### src/rtl/dma_irq_gen.sv
module dma_irq_gen #(
  parameter int NCH = 8,
  parameter int AW  = 4
) (
  input  logic           clk,
  input  logic           rst_n,
  input  logic           psel,
  input  logic           penable,
  input  logic           pwrite,
  input  logic [AW-1:0]  paddr,
  input  logic [31:0]    pwdata,
  output logic [31:0]    prdata,
  input  logic [NCH-1:0] cmp_valid,
  input  logic [NCH-1:0] cmp_ie,
  input  logic [NCH-1:0] cmp_wb_pend,
  input  logic [NCH-1:0] err_valid,
  input  logic [NCH-1:0] err_wb_pend,
  input  logic [NCH-1:0] wb_done,
  output logic           irq
);
  localparam logic [1:0] A_CTRL = 2'd0, A_MASK = 2'd1, A_FLAG = 2'd2;

  logic           gie_q, iee_q;
  logic [NCH-1:0] mask_q, fcmp_q, ferr_q, pcmp_q, perr_q;
  logic [NCH-1:0] flags, clr, set_cmp, set_err;
  logic [1:0]     idx;
  logic           wr;

  assign idx   = paddr[3:2];
  assign wr    = psel & penable & pwrite;
  assign flags = fcmp_q | ferr_q;
  assign clr   = (wr && idx == A_FLAG) ? pwdata[NCH-1:0] : '0;

  assign set_cmp = (cmp_valid & cmp_ie & ~cmp_wb_pend) | (pcmp_q & wb_done);
  assign set_err = (err_valid & ~err_wb_pend) | (perr_q & wb_done);

  always_ff @(posedge clk or negedge rst_n) begin
    if (!rst_n) begin
      gie_q  <= 1'b0;
      iee_q  <= 1'b0;
      mask_q <= '0;
      fcmp_q <= '0;
      ferr_q <= '0;
      pcmp_q <= '0;
      perr_q <= '0;
    end else begin
      if (wr && idx == A_CTRL) begin
        gie_q <= pwdata[0];
        iee_q <= pwdata[1];
      end
      if (wr && idx == A_MASK) mask_q <= pwdata[NCH-1:0];
      fcmp_q <= (fcmp_q & ~clr) | set_cmp;
      ferr_q <= (ferr_q & ~clr) | set_err;
      pcmp_q <= (pcmp_q & ~wb_done) | (cmp_valid & cmp_ie & cmp_wb_pend);
      perr_q <= (perr_q & ~wb_done) | (err_valid & err_wb_pend);
    end
  end

  always_comb begin
    case (idx)
      A_CTRL:  prdata = {30'd0, iee_q, gie_q};
      A_MASK:  prdata = 32'(mask_q);
      A_FLAG:  prdata = 32'(flags);
      default: prdata = 32'd0;
    endcase
  end

  assign irq = gie_q & |((fcmp_q & mask_q) | (ferr_q & {NCH{iee_q}}));
endmodule


### config.mk
export PLATFORM = sky130hd
export DESIGN_NAME = dma_irq_gen
export DESIGN_NICKNAME = d
export VERILOG_FILES = /design/src/rtl/dma_irq_gen.sv
export SDC_FILE = /design/constraint.sdc
export NUM_CORES = 1
export LEC_CHECK = 0
export CAP_MARGIN = 0
export CORE_MARGIN = 4
export CORE_UTILIZATION = 38
export CTS_CLUSTER_SIZE = 40
export DETAILED_ROUTE_END_ITERATION = 10
export GPL_ROUTABILITY_DRIVEN = 0
export PLACE_DENSITY = 0.86
export RECOVER_POWER = 50
export SLEW_MARGIN = 10
export SYNTH_ARGS = -nofsm -noshare
export SYNTH_HDL_FRONTEND = slang
export SYNTH_SLANG_ARGS = --single-unit
### constraint.sdc
create_clock -name clk -period 1.2 [get_ports clk]
set_input_delay 0.24 -clock clk [delete_from_list [all_inputs] [get_ports clk]]
set_output_delay 0.24 -clock clk [all_outputs]
set_load 0.02 [all_outputs]
==> reports/metrics.cfg, run 1 <==
[synthesis]
synth_top_family_by_area = simple AND/OR/NAND/NOR gates
synth_cells = 215
ys_types = 25
synth_edf_count = 0
synthMuxAreaShare_pct = 6.159
synth_adder_area_share_pct = 0
synth_area_leaders = dfrtp_1 (49%), buf_4 (8.7%), a221o_1 (7.4%), o21ai_0 (5.6%), mux2_2 (5.2%)
synth_flop_cell = dfrtp_1
synth_top_cell_by_area = dfrtp_1
avgSynthCellArea_um2 = 10.02
yosys.area_share.xor_xnor_pct = 0
ys_warn_count = 0
ys_seq_elements = 42
yosysSeqAreaShare_pct = 48.81
synthSimpleGateAreaFrac_pct = 16.44
async_reset_ff_share_pct = 100.0
syn_area_um2 = 2153
synth_top_area_share_pct = 48.81
synth-compound-area-share_pct = 15.80

[pwr]
switching_share_pct = 27.44
power.density_nw_per_um2 = 1049
power.leakage_nw = 1.522
seqPwrFrac_pct = 46.4
power_switching_mw = 0.9783
clock_power_share_pct = 25.9
irDropWorstVdd_uv = 537.7
combPwrFrac_pct = 27.7
p_int_mw = 2.587

[drt]
drtIter0Drc = 87
wl_met3_um = 368
postRouteAntennaNets = 0
met2_length_mm = 2.841
route.detailed.vias_per_inst = 4.683
highest_layer = met4
drc = 0
routedLengthMet1_mm = 2.231
wl_per_cell_um = 13.54
wirelength_mm = 5.512
dr.pass1.iters = 4
vias = 1906

[timing]
rsz0062_at_grt = yes
hold_viol = 0
min_period_over_period_pct = 138.0
fin_ws_ns = -0.4566
slew-limit-headroom_pct = 62.98
report.final.setup_viol = 9
worst_pin_slew_ns = 0.5553
fin_skew_ns = 0.005895
fmax_mhz = 603.7
fin_setup_tns_ns = -2.467
period_needed_ns = 1.657
maxSlewViolCount = 0

[setup_path]
crit_buf_inv = 1
worstPathArrival_ns = 1.42
cpPeakStageDelay_ns = 0.41
start_kind = register
cp_cell_sequence = nor4_4 -> a21boi_1 -> o21a_2 -> buf_6
cp_top_family = flip-flops
crit_type = register to primary output
slowest_stage = dfrtp_1
end_kind = primary output
r2r_start = ferr_q[2]
worst_ep_required_time_ns = 0.96
cp-startpoint = ferr_q[2]
cp_max_fo = 2

[floorplanning]
design.die.area_um2 = 6935
dieWidth_um = 83.28
die_y_um = 83.28
ioPinCount = 122
start_util_pct = 39.10
rows = 27
core_um2 = 5507

[grt]
overflow = 0
grt_pass1_vias = 2105
grt_start_max_net_pins = 43
grt_pass1_wl_mm = 9.556
antenna_found_initial = 0
gr-usage-all-layers_pct = 16.93

[cells_and_area]
finalNonFillerCells = 407
area_growth_pct = 57.87
nNetsFinal = 423
diodes = 0
layout_commonest_cell = clkdlybuf4s50_1
layout_common_cells = clkdlybuf4s50_1 (52), dfrtp_1 (42), buf_4 (28), nand2_1 (27), conb_1 (24)
drive_gt1_share_pct = 27.76

[place]
hpwl_mm = 4.242
io_buffers = 71
place_inst = 394

[flow_run]
maxCapViolCount = 0

[clocking]
clk_path_buf_depth = 2
cts_max_level = 2
tritoncts = yes
ctsRootBufferMaster = clkbuf_8
cts.sinks = 42
clk_pin_slew_ns = 0.08
cts_inserted_buffers = 5
insertion_delay_ns = 0.29

[min_path]
holdCritPathClass = register to register
hp-start = pcmp_q[6]

[outcome]
status = finished with violations
failed_checks = setup timing

## cell type report
type	count	area (um2)
sequential	42	1051
clock buffer	7	86.33
inverter	17	63.81
tap	72	90.09
multi-input combinational	152	1005
fill	454	2107
timing repair buffer	116	1099
clock inverter	1	5.005
## power by group through the flow
stage	logic, mW	clock network [mW]	registers (mW)
final	0.987	0.924	1.66
after global routing	1.08	1.03	1.67
after CTS	0.996	0.960	1.65
after detailed placement	0.941	0	1.68
after global placement	0.921	0	1.66
after floorplan	0.446	0	1.66
## cells by family (layout without fill, tap and decap cells)
family,after synthesis,in the layout
buffers and inverters,44,141
flip-flops,42,42
other,1,24
multiplexers,12,12
AND/OR/NAND/NOR,68,68
AO/OA/AOI/OAI,48,48
## through the flow
stage	util (%)	hold slack [ns]	power (mW)	area, um2	setup WS (ns)
2_1_floorplan	-	-0.05559	2.103	2253	0.01036
4_1_cts	61.28	0.4571	3.608	3374	-0.4850
3_5_place_dp	57.21	0.2379	2.616	3151	-0.9226
5_1_grt	61.74	0.5387	3.788	3400	-0.5940
6_report	61.74	0.5168	3.566	3400	-0.4566
3_3_place_gp	57.21	0.2271	2.585	3151	-0.8957
## path summary, 6_finish.rpt
| path | endpoint | slack [ns] | depth (start not counted) |
|---|---|---|---|
| setup / recovery | irq | -0.46 | 4 |
| hold / removal | fcmp_q[6] | 0.52 | 1 |
| setup reg to reg | ferr_q[2] | 0.04 | 4 |
| hold reg to reg | fcmp_q[6] | 0.52 | 1 |
| max in group asynchronous | ferr_q[5] | 0.23 | 3 |
| min in group asynchronous | pcmp_q[1] | 0.58 | 3 |
## timing repair
item / in CTS / in global routing
endpoints found under the setup margin: 35 / 20
hold endpoints to repair: 42 / 0
gates resized for setup: 90 / 11
buffers inserted: 6 / 3
gates cloned: 0 / 0
pin swaps: 17 / 10
hold buffers: 1 / 0
## synth_stat cells (all sizes together), types with 4 or more instances
cell type / n
a221o: 16
a22oi: 4
buf: 27
dfrtp: 42
inv: 17
mux2: 10
nand2: 28
nand3: 16
nor2: 8
nor2b: 10
o21ai: 24
## state kept, by name, indices dropped and copies added (netlist names)
register / cells
mask_q: 8
fcmp_q: 8
pcmp_q: 8
gie_q: 1
perr_q: 8
iee_q: 1
ferr_q: 8
## per-layer routing
metal,up-vias,GRT usage (%)
met5,-,0
met4,0,5.498
met3,7,5.357
met2,55,30.32
met1,895,18.93
li1,949,-
(Power assumes the default switching activity.)
==> inputs of run 2 (changes only) <==
--- a/config.mk
+++ b/config.mk
@@ -5,7 +5,7 @@
 export SDC_FILE = /design/constraint.sdc
 export NUM_CORES = 1
 export LEC_CHECK = 0
-export CAP_MARGIN = 0
+export CAP_MARGIN = 25
 export CORE_MARGIN = 4
 export CORE_UTILIZATION = 38
 export CTS_CLUSTER_SIZE = 40
==> results of run 2 <==
The final DEF is identical to that of run 1; final timing and power are the same.
